--- src/rtl/wsg_pkg.sv ---
// Shared types for the write status bit generator.
package wsg_pkg;
    typedef enum logic [1:0] {
        OP_PROG     = 2'b00,
        OP_SECT     = 2'b01,
        OP_CHIP     = 2'b10,
        OP_CHIP_ALT = 2'b11
    } wsg_op_e;
endpackage

--- src/rtl/wsg_timer.sv ---
// Busy and settle timer with operation context latch.
// Accepts start only while not busy. It loads the busy count for the
// operation, then runs a settle window after completion.
// Assumes every cycle count parameter is at least 1.
module wsg_timer
    import wsg_pkg::*;
#(
    parameter int PROG_CYCLES   = 800,
    parameter int SECT_CYCLES   = 2000,
    parameter int CHIP_CYCLES   = 4000,
    parameter int SETTLE_CYCLES = 50
) (
    input  logic    clk,
    input  logic    rst_n,
    input  logic    start,
    input  wsg_op_e op_i,
    input  logic    pbit7_i,
    output logic    busy_o,
    output logic    settle_o,
    output wsg_op_e op_o,
    output logic    pbit7_o
);
    localparam int MAXC_A = (PROG_CYCLES > SECT_CYCLES) ? PROG_CYCLES : SECT_CYCLES;
    localparam int MAXC   = (MAXC_A > CHIP_CYCLES) ? MAXC_A : CHIP_CYCLES;
    localparam int CW     = $clog2(MAXC + 1);
    localparam int SW     = $clog2(SETTLE_CYCLES + 1);

    logic          busy_q, settle_q, pbit7_q;
    logic [CW-1:0] cnt_q, load_val;
    logic [SW-1:0] scnt_q;
    wsg_op_e       op_q;

    // Pick the busy length (minus one) for the requested operation.
    always_comb begin
        case (op_i)
            OP_PROG: load_val = CW'(PROG_CYCLES - 1);
            OP_SECT: load_val = CW'(SECT_CYCLES - 1);
            default: load_val = CW'(CHIP_CYCLES - 1);
        endcase
    end

    // Run the busy countdown, then the settle countdown, and accept new starts.
    always_ff @(posedge clk) begin
        if (!rst_n) begin
            busy_q   <= 1'b0;
            settle_q <= 1'b0;
            cnt_q    <= '0;
            scnt_q   <= '0;
            op_q     <= OP_PROG;
            pbit7_q  <= 1'b0;
        end else if (busy_q) begin
            if (cnt_q == '0) begin
                busy_q   <= 1'b0;
                settle_q <= 1'b1;
                scnt_q   <= SW'(SETTLE_CYCLES - 1);
            end else begin
                cnt_q <= cnt_q - 1'b1;
            end
        end else begin
            if (settle_q) begin
                if (scnt_q == '0) settle_q <= 1'b0;
                else              scnt_q   <= scnt_q - 1'b1;
            end
            if (start) begin
                busy_q   <= 1'b1;
                settle_q <= 1'b0;
                cnt_q    <= load_val;
                op_q     <= op_i;
                pbit7_q  <= pbit7_i;
            end
        end
    end

    assign busy_o   = busy_q;
    assign settle_o = settle_q;
    assign op_o     = op_q;
    assign pbit7_o  = pbit7_q;

    a_r2_start_taken: assert property (@(posedge clk) disable iff (!rst_n)
        !busy_q && start |=> busy_q);
    a_r6_busy_context_held: assert property (@(posedge clk) disable iff (!rst_n)
        busy_q && cnt_q != '0 |=> busy_q && $stable(op_q) && $stable(pbit7_q));
    a_r7_settle_after_busy: assert property (@(posedge clk) disable iff (!rst_n)
        $fell(busy_q) |-> settle_q);
endmodule

--- src/rtl/wsg_toggle.sv ---
// Toggle bit source: set to 1 when an operation is accepted, flipped on
// each read while busy, and held at every other time.
// Assumes start_acc is high only when a start is taken while idle.
module wsg_toggle (
    input  logic clk,
    input  logic rst_n,
    input  logic start_acc,
    input  logic busy,
    input  logic rd_stb,
    output logic tog_o
);
    logic tog_q;

    // Preset on a new operation, flip once per read access while busy.
    always_ff @(posedge clk) begin
        if (!rst_n)              tog_q <= 1'b1;
        else if (start_acc)      tog_q <= 1'b1;
        else if (busy && rd_stb) tog_q <= ~tog_q;
    end

    assign tog_o = tog_q;

    a_r5_preset_high: assert property (@(posedge clk) disable iff (!rst_n)
        start_acc |=> tog_q);
    a_r5_flip_per_read: assert property (@(posedge clk) disable iff (!rst_n)
        busy && rd_stb |=> tog_q != $past(tog_q));
    a_r7_hold_when_idle: assert property (@(posedge clk) disable iff (!rst_n)
        !busy && !start_acc |=> $stable(tog_q));
endmodule

--- src/rtl/wsg_mux.sv ---
// Output byte composer. Status byte while busy, bit 7 only during the
// settle window, otherwise the array byte unchanged.
// Purely combinational; settle and busy are never both high.
module wsg_mux
    import wsg_pkg::*;
(
    input  logic       busy,
    input  logic       settle,
    input  wsg_op_e    op,
    input  logic       pbit7,
    input  logic       tog,
    input  logic [7:0] true_data,
    output logic [7:0] rd_data
);
    // Choose the status encoding that applies to the current phase.
    always_comb begin
        if (busy)
            rd_data = {(op == OP_PROG) ? ~pbit7 : 1'b0, tog, 6'b0};
        else if (settle)
            rd_data = {true_data[7], tog, 6'b0};
        else
            rd_data = true_data;
    end
endmodule

--- src/rtl/wr_status_gen.sv ---
// Write status bit generator top. Joins the timer, toggle source and
// output composer. Assumes start is a one-cycle pulse from the command
// decoder and rd_stb is one cycle per host read.
module wr_status_gen
    import wsg_pkg::*;
#(
    parameter int PROG_CYCLES   = 800,
    parameter int SECT_CYCLES   = 2000,
    parameter int CHIP_CYCLES   = 4000,
    parameter int SETTLE_CYCLES = 50
) (
    input  logic       clk,
    input  logic       rst_n,
    input  logic       start,
    input  logic [1:0] op,
    input  logic [7:0] prog_data,
    input  logic       rd_stb,
    input  logic [7:0] true_data,
    output logic [7:0] rd_data,
    output logic       busy
);
    logic    busy_w, settle_w, pbit7_w, tog_w;
    wsg_op_e op_w;

    wsg_timer #(
        .PROG_CYCLES  (PROG_CYCLES),
        .SECT_CYCLES  (SECT_CYCLES),
        .CHIP_CYCLES  (CHIP_CYCLES),
        .SETTLE_CYCLES(SETTLE_CYCLES)
    ) timer_i (
        .clk     (clk),
        .rst_n   (rst_n),
        .start   (start),
        .op_i    (wsg_op_e'(op)),
        .pbit7_i (prog_data[7]),
        .busy_o  (busy_w),
        .settle_o(settle_w),
        .op_o    (op_w),
        .pbit7_o (pbit7_w)
    );

    wsg_toggle toggle_i (
        .clk      (clk),
        .rst_n    (rst_n),
        .start_acc(start && !busy_w),
        .busy     (busy_w),
        .rd_stb   (rd_stb),
        .tog_o    (tog_w)
    );

    wsg_mux mux_i (
        .busy     (busy_w),
        .settle   (settle_w),
        .op       (op_w),
        .pbit7    (pbit7_w),
        .tog      (tog_w),
        .true_data(true_data),
        .rd_data  (rd_data)
    );

    assign busy = busy_w;

    a_r8_passthrough: assert property (@(posedge clk) disable iff (!rst_n)
        !busy_w && !settle_w |-> rd_data == true_data);
    a_r4_erase_bit7_low: assert property (@(posedge clk) disable iff (!rst_n)
        busy_w && op_w != OP_PROG |-> !rd_data[7]);
endmodule

--- config.mk ---
export PLATFORM = sky130hd
export DESIGN_NAME = wr_status_gen
export DESIGN_NICKNAME = d
export VERILOG_FILES = /design/src/rtl/wsg_pkg.sv /design/src/rtl/wsg_timer.sv /design/src/rtl/wsg_toggle.sv /design/src/rtl/wsg_mux.sv /design/src/rtl/wr_status_gen.sv
export SDC_FILE = /design/constraint.sdc
export NUM_CORES = 1
export LEC_CHECK = 0
export ABC_AREA = 1
export BUFFER_PORTS_ARGS = -buffer_cell sky130_fd_sc_hd__buf_2
export CAP_MARGIN = 20
export CORE_MARGIN = 4
export CORE_UTILIZATION = 55
export CTS_BUF_LIST = sky130_fd_sc_hd__clkbuf_4
export CTS_CLUSTER_SIZE = 25
export DETAILED_ROUTE_END_ITERATION = 8
export PLACE_DENSITY = 0.89
export SYNTH_ARGS = -nofsm -noshare
export SYNTH_HDL_FRONTEND = slang
export SYNTH_SLANG_ARGS = --single-unit
export TNS_END_PERCENT = 5
--- constraint.sdc ---
create_clock -name clk -period 1.45 [get_ports clk]
set_input_delay 0.29 -clock clk [delete_from_list [all_inputs] [get_ports clk]]
set_output_delay 0.29 -clock clk [all_outputs]
set_load 0.01 [all_outputs]
==> summary.txt, run 1 <==
Die
  – Die Ht: 58.7 um
  – Die W: 58.7 um
  – Rows: 18
  – Starting Density: 57.5%
  – Ports: 31
  – Core ar.: around 0.0025 mm2
  – Die area: 0.00344 mm2

Critical path
  – Startpoint types: flip-flop
  – Arrival @ worst endpoint: 1.22 ns
  – Critical-path cell with the highest stage delay: dfxtp_2
  – CP Capture Type: output pin
  – Cell-by-cell trace of the critical path: nor2_4, inv_2, buf_6, nor2_1, buf_2
  – CP required: 1.16 ns
  – Slowest stage delay, CP: approximately 0.36 ns
  – Crit-path max FO: 6
  – Crit path kind: flip-flop to output pin

Power and ir drop
  – P_int: 1.42 mW
  – Switch Pwr: 0.873 mW
  – Max VDD drop: around 950 uV
  – Sw frac: 38.0%
  – Reg power frac: ~36%
  – Power Density: approximately 1300 mW/mm2
  – Design Power: 2.30 mW
  – P_leak: approximately 0.90 nW
  – Part of the power in the clock network: roughly 22%
  – Comb power frac: 42.4%

Synth
  – Syn Nets: 244
  – Main synth FF type: dfxtp_1
  – Post-Syn Area: 0.00141 mm2
  – Mapped Avg Cell Area: about 6.5 um2
  – Synthesized instance count: 218
  – Yosys warns: 0
  – Post-synth cell types: 23
  – #FFs+latches synth: 24
  – Post-synth EDFFs: 0
  – Async SR Flop Fraction: 0%
  – Post-synthesis sequential area ratio: between 30 and 40%

Clock tree
  – Root Driver: clkbuf_4
  – # H-tree levels: 1
  – Clk slew on worst S/H paths: 0.14 ns
  – Total CTS buffers: 3
  – Clk buf depth: 2
  – Clock tree sinks: 24
  – TritonCTS clock tree: done
  – Skew-Pair Late Insertion Delay: 0.33 ns

GRT
  – Vias in the first global route: 1365
  – Initial antenna violation count: 0
  – First-pass GRT wire length: 6080 um
  – Largest net degree at the start of global routing: 15
  – Total track usage: 23.1%
  – Remaining Overflow, GRT: 0

STA
  – Least-Margin Pin Slew: 0.546 ns
  – Relative slew margins: roughly 63%
  – Fin Setup TNS: -0.358 ns
  – Slew Viols, Final: 0
  – RSZ-0062 raised after global routing: true
  – Endpoints failing hold: 0
  – Setup slack after layout: -0.0649 ns
  – Ratio of final minimum period to clock period: 104%
  – Max Fclk: about 660 MHz
  – Fin crit period: 1.51 ns
  – Worst hold margin: 0.163 ns
  – Clock skew: 0.00649 ns
  – Final setup viols: 8

Flow run
  – Max_cap viols: 0

Route
  – DR iter-0 viols: 86
  – Drt via density: 5.56
  – WL final: 4180 um
  – DR vias: 1635
  – DR DRC count: 0
  – DR WL/cell: 14.2 um
  – Routed Antenna Nets: 0
  – First-pass DRT Iterations: 6

Final layout
  – Final Cell Area: 0.00183 mm2
  – Final Util: 74.6%
  – Non-filler cells, final: 294
  – Fin nets: 291
  – Syn-to-layout area delta: 29.7%
  – Layout cells sized above 1: 29.5%
  – Diodes inserted: 0

Place
  – RD Place Congestion: 0.881
  – Setup WS pre-CTS: 0.0139 ns
  – DP Wirelength: 2580 um
  – Cell Area, Placed: 0.00167 mm2
  – DP Cell Count: 283
  – Count of input and output buffers: 23

Run status
  – Status: finished with violations
  – Failing checks: setup timing

Hold path
  – Worst Hold Class: input port to flip-flop
layout make-up:
cell class | count | area, um2
multi-input cells | 159 | 840
fillers | 174 | 623
flip-flops and latches | 24 | 487
repair buffers | 46 | 299
inverters | 31 | 116
well taps | 30 | 37.5
clock inverters | 1 | 30.0
clock buffers | 3 | 22.5
cells in the mapped netlist, types with 2 or more instances:
| cell | n | area, um2 |
|---|---|---|
| clkbuf_1 | 2 | 7.51 |
| nor2_1 | 28 | 105 |
| nand2_1 | 50 | 188 |
| nand2_4 | 2 | 22.5 |
| nand3_1 | 20 | 100 |
| a21oi_1 | 20 | 100 |
| dfxtp_1 | 24 | 480 |
| inv_1 | 31 | 116 |
| nor2_2 | 3 | 18.8 |
| or2_2 | 2 | 12.5 |
| nand4_1 | 4 | 25.0 |
| o21ai_0 | 11 | 55.1 |
| xor2_1 | 3 | 26.3 |
| nor3_1 | 4 | 20.0 |
| nand2_2 | 3 | 18.8 |
| ha_1 | 4 | 50.1 |
worst max-delay path, delay by kind of cell (launching register included):
| kind | cells | cell delay (ns) |
|---|---|---|
| DFF | 1 | 0.36 |
| buffers and inverters | 3 | 0.33 |
| and+or+nand+nor | 2 | 0.20 |
power by group through the flow:
stage               clock network (mW)  logic (mW)  registers, mW
floorplan                            0       0.582          0.825
global placement                     0       0.796          0.829
detailed placement                   0       0.824          0.830
CTS                              0.507       0.870          0.815
global route                     0.535        1.07          0.831
finish                           0.499       0.975          0.823
flip-flops by register name, indices dropped and copies added (netlist names):
register and cells:
toggle_i.tog_o 1, timer_i.settle_o 1, timer_i.busy_o 1, timer_i.scnt_q 6, timer_i.op_o 2, timer_i.cnt_q 12
timer_i.pbit7_o 1
placed cells by master, fill, tap and decap left out, types with 4 or more instances in the layout:
cell and n:
a21oi_1 18, buf_2 23, buf_4 20, dfxtp_1 21
ha_1 4, inv_1 26, inv_2 5, nand2_1 49
nand3_1 20, nand4_1 4, nor2_1 23, nor2_2 5
nor3_1 4, o21ai_0 8
metal layers:
layer  global-route usage (%)  wire (um)  part of all wire [%]
met1                     29.7       1670                    40
met2                     37.2       1980                    47
met3                     3.95        399                   9.5
met4                     12.0        127                   3.0
met5                        0          0                     0
cell families after synthesis:
logic type	Yosys count	synth area share (%)
compound gates	35	13.7
xor+xnor	4	2.48
fa+ha+maj	4	3.54
buf+inv	35	10.1
flops	24	34.0
simple gates	116	36.1
worst paths after layout:
path	startpoint	endpoint	slack [ns]	cells past startpoint
worst max-delay path	timer_i.settle_o	rd_data[2]	-0.06	5
worst min-delay path	prog_data[7]	timer_i.pbit7_o	0.16	3
worst max register to register	timer_i.cnt_q[0]	timer_i.cnt_q[4]	-0.01	8
worst min register to register	timer_i.cnt_q[9]	timer_i.cnt_q[9]	0.49	2
what timing repair did:
item                                   CTS  global route
endpoints found under the hold margin    0             0
pin swaps                                1             4
hold buffers                             0             0
buffers inserted                         2             5
setup endpoints to repair               10            27
gates resized for setup                 13            14
No activity file was read; power rests on OpenSTA's default activity.
==> inputs of run 2 (changes only) <==
SETUP_SLACK_MARGIN = 0.2   (was default)
==> run 2 against run 1 <==
Compared with the run above: first-iteration DRC count fell by 16%; clock skew fell by 0.0056 ns; total power is 1.7% lower; fmax down 2.1%; flip-flop and latch count did not move; hold slack improved by 0.027 ns; utilization grew 4.4 points; the flow still finishes with violations (setup timing); critical path type unchanged; design area increased by 5.9%.
==> summary.txt, run 2 (synthesis gave the netlist of run 1 again) <==
Final layout
  – Max FFs per register: 12 (unchanged)
  – Non-filler cells, final: 293 (was 294)
  – Layout cells sized above 1: 38.4% (was 29.5%)
  – Final Cell Area: 0.00194 mm2 (was 0.00183 mm2)
  – Fin nets: 290 (was 291)
  – Diodes inserted: 0 (unchanged)
  – Syn-to-layout area delta: 37.4% (was 29.7%)
  – Commonest non-fill, non-tap cell in the layout: nand2_1 (unchanged)
  – Register bank with the most flops: timer_i.cnt_q (unchanged)
  – Most frequent cells in the layout: 44 x nand2_1, 24 x inv_1, 23 x buf_2, 18 x nand3_1 (was 49 x nand2_1, 26 x inv_1, 23 x nor2_1, 23 x buf_2, 21 x dfxtp_1)

GRT
  – Largest net degree at the start of global routing: 14 (was 15)
  – First-pass GRT wire length: 6420 um (was 6080 um)
  – Vias in the first global route: 1468 (was 1365)
  – Total track usage: 24.4% (was 23.1%)
  – Remaining Overflow, GRT: 0 (unchanged)
  – Initial antenna violation count: 0 (unchanged)

Clock tree
  – # H-tree levels: 1 (unchanged)
  – Total CTS buffers: 3 (unchanged)
  – Clock tree sinks: 24 (unchanged)
  – Cts hold-fix bufs: 0 (unchanged)
  – TritonCTS clock tree: done (unchanged)
  – Skew-Pair Late Insertion Delay: 0.33 ns (about the same)
  – Clk buf depth: 2 (unchanged)
  – Clk slew on worst S/H paths: 0.13 ns (was 0.14 ns)
  – Root Driver: clkbuf_4 (unchanged)

Die
  – Die area: 0.00344 mm2 (unchanged)
  – Ports: 31 (unchanged)
  – Starting Density: 57.5% (unchanged)
  – Die Ht: 58.7 um (unchanged)
  – Core ar.: 0.00245 mm2 (unchanged)
  – Die W: 58.7 um (unchanged)
  – Rows: 18 (unchanged)

Run status
  – Status: finished with violations (unchanged)
  – Failing checks: setup timing (unchanged)

Critical path
  – Crit-path max FO: 7 (was 6)
  – Startpoint types: flip-flop (unchanged)
  – Crit path kind: flip-flop to output pin (unchanged)
  – Arrival @ worst endpoint: 1.26 ns (was 1.22 ns)
  – CP required: 1.16 ns (about the same)
  – CP Capture Type: output pin (unchanged)

Route
  – Routed Antenna Nets: 0 (unchanged)
  – DR vias: 1647 (was 1635)
  – WL final: 4290 um (was 4180 um)
  – DR DRC count: 0 (unchanged)
  – DR WL/cell: 14.7 um (was 14.2 um)
  – Drt via density: 5.62 (was 5.56)
  – DR iter-0 viols: 72 (was 86)
  – First-pass DRT Iterations: 4 (was 6)

STA
  – Fin crit period: 1.55 ns (was 1.51 ns)
  – Setup slack after layout: -0.0973 ns (was -0.0649 ns)
  – Max Fclk: 646 MHz (was 660 MHz)
  – Ratio of final minimum period to clock period: 107% (was 104%)
  – Clock skew: 0.000874 ns (was 0.00649 ns)
  – Fin Setup TNS: -0.560 ns (was -0.358 ns)
  – Slew Viols, Final: 0 (unchanged)
  – Relative slew margins: 69.4% (was 63.3%)
  – Endpoints failing hold: 0 (unchanged)
  – Worst hold margin: 0.190 ns (was 0.163 ns)
  – RSZ-0062 raised after global routing: true (unchanged)
  – Least-Margin Pin Slew: 0.455 ns (was 0.546 ns)
  – Final setup viols: 12 (was 8)

Place
  – DP Cell Count: 286 (was 283)
  – DP Wirelength: 2640 um (was 2580 um)
  – Count of input and output buffers: 23 (unchanged)
  – RD Place Congestion: 0.870 (was 0.881)
  – Cell Area, Placed: 0.00170 mm2 (was 0.00167 mm2)

Hold path
  – Worst Hold Class: input port to flip-flop (unchanged)

Power and ir drop
  – Max VDD drop: 1090 uV (was 945 uV)
  – Power Density: 1160 mW/mm2 (was 1250 mW/mm2)
  – P_leak: 0.906 nW (was 0.896 nW)

Flow run
  – Max_cap viols: 0 (unchanged)
[run 2: cell types whose count changed in the layout (fill, tap and decap cells not counted), sizes merged]
cell / delta
buf: -1
bufinv: -1
clkinv: +1
[run 2: timing repair]
action,CTS,global route
setup buffers,1,2
gates resized for setup,52,9
endpoints found under the setup margin,29,30
pin swaps,27,3
[run 2: worst max-delay path: stages, from the launching register on]
cell and delay [ns]:
dfxtp_4 0.40, nor2_4 0.12, inv_2 0.05, buf_6 0.12
nand2_1 0.05, nand2_1 0.04, buf_2 0.14
[run 2: stage by stage]
stage / worst slack, ns / util, % / total power, mW
global route: -0.152 / 79.1 / 2.39
finish: -0.0973 / 79.1 / 2.26
floorplan: 0.151 / - / 1.42
CTS: -0.0499 / 77.4 / 2.14
global placement: 0.0716 / 69.3 / 1.65
detailed placement: 0.0195 / 69.3 / 1.69
[run 2: area by class of cell]
class | count | area (um2)
Timing Repair Buffer | 45 | 303
Sequential cell | 24 | 492
Inverter | 31 | 124
Fill cell | 151 | 514
Multi-Input combinational cell | 159 | 958
Clock buffer | 3 | 22.5
Clock inverter | 1 | 3.75
Tap cell | 30 | 37.5
[run 2: path summary, 6_finish.rpt]
check	startpoint	to	slack (ns)	cells past startpoint
worst max-delay path	timer_i.busy_o	rd_data[6]	-0.1	6
worst min-delay path	prog_data[7]	timer_i.pbit7_o	0.19	3
worst max register to register	timer_i.cnt_q[1]	timer_i.cnt_q[3]	-0.03	9
worst min register to register	timer_i.scnt_q[3]	timer_i.scnt_q[3]	0.50	2
[run 2: power by group]
part	total, mW	leakage, nW	internal [mW]	switching (mW)
logic	1.10	0.690	0.455	0.641
registers	0.843	0.200	0.755	0.0882
clock network	0.319	0.0154	0.101	0.218
total	2.26	0.906	1.31	0.947
[run 2: layer usage]
| metal | track usage, % | vias up | part of all wire [%] |
|---|---|---|---|
| met4 | 10.7 | 0 | 3.0 |
| li1 | - | 787 | - |
| met3 | 4.39 | 17 | 6.5 |
| met2 | 41.8 | 74 | 50 |
| met1 | 29.6 | 769 | 41 |
| met5 | 0 | - | 0 |
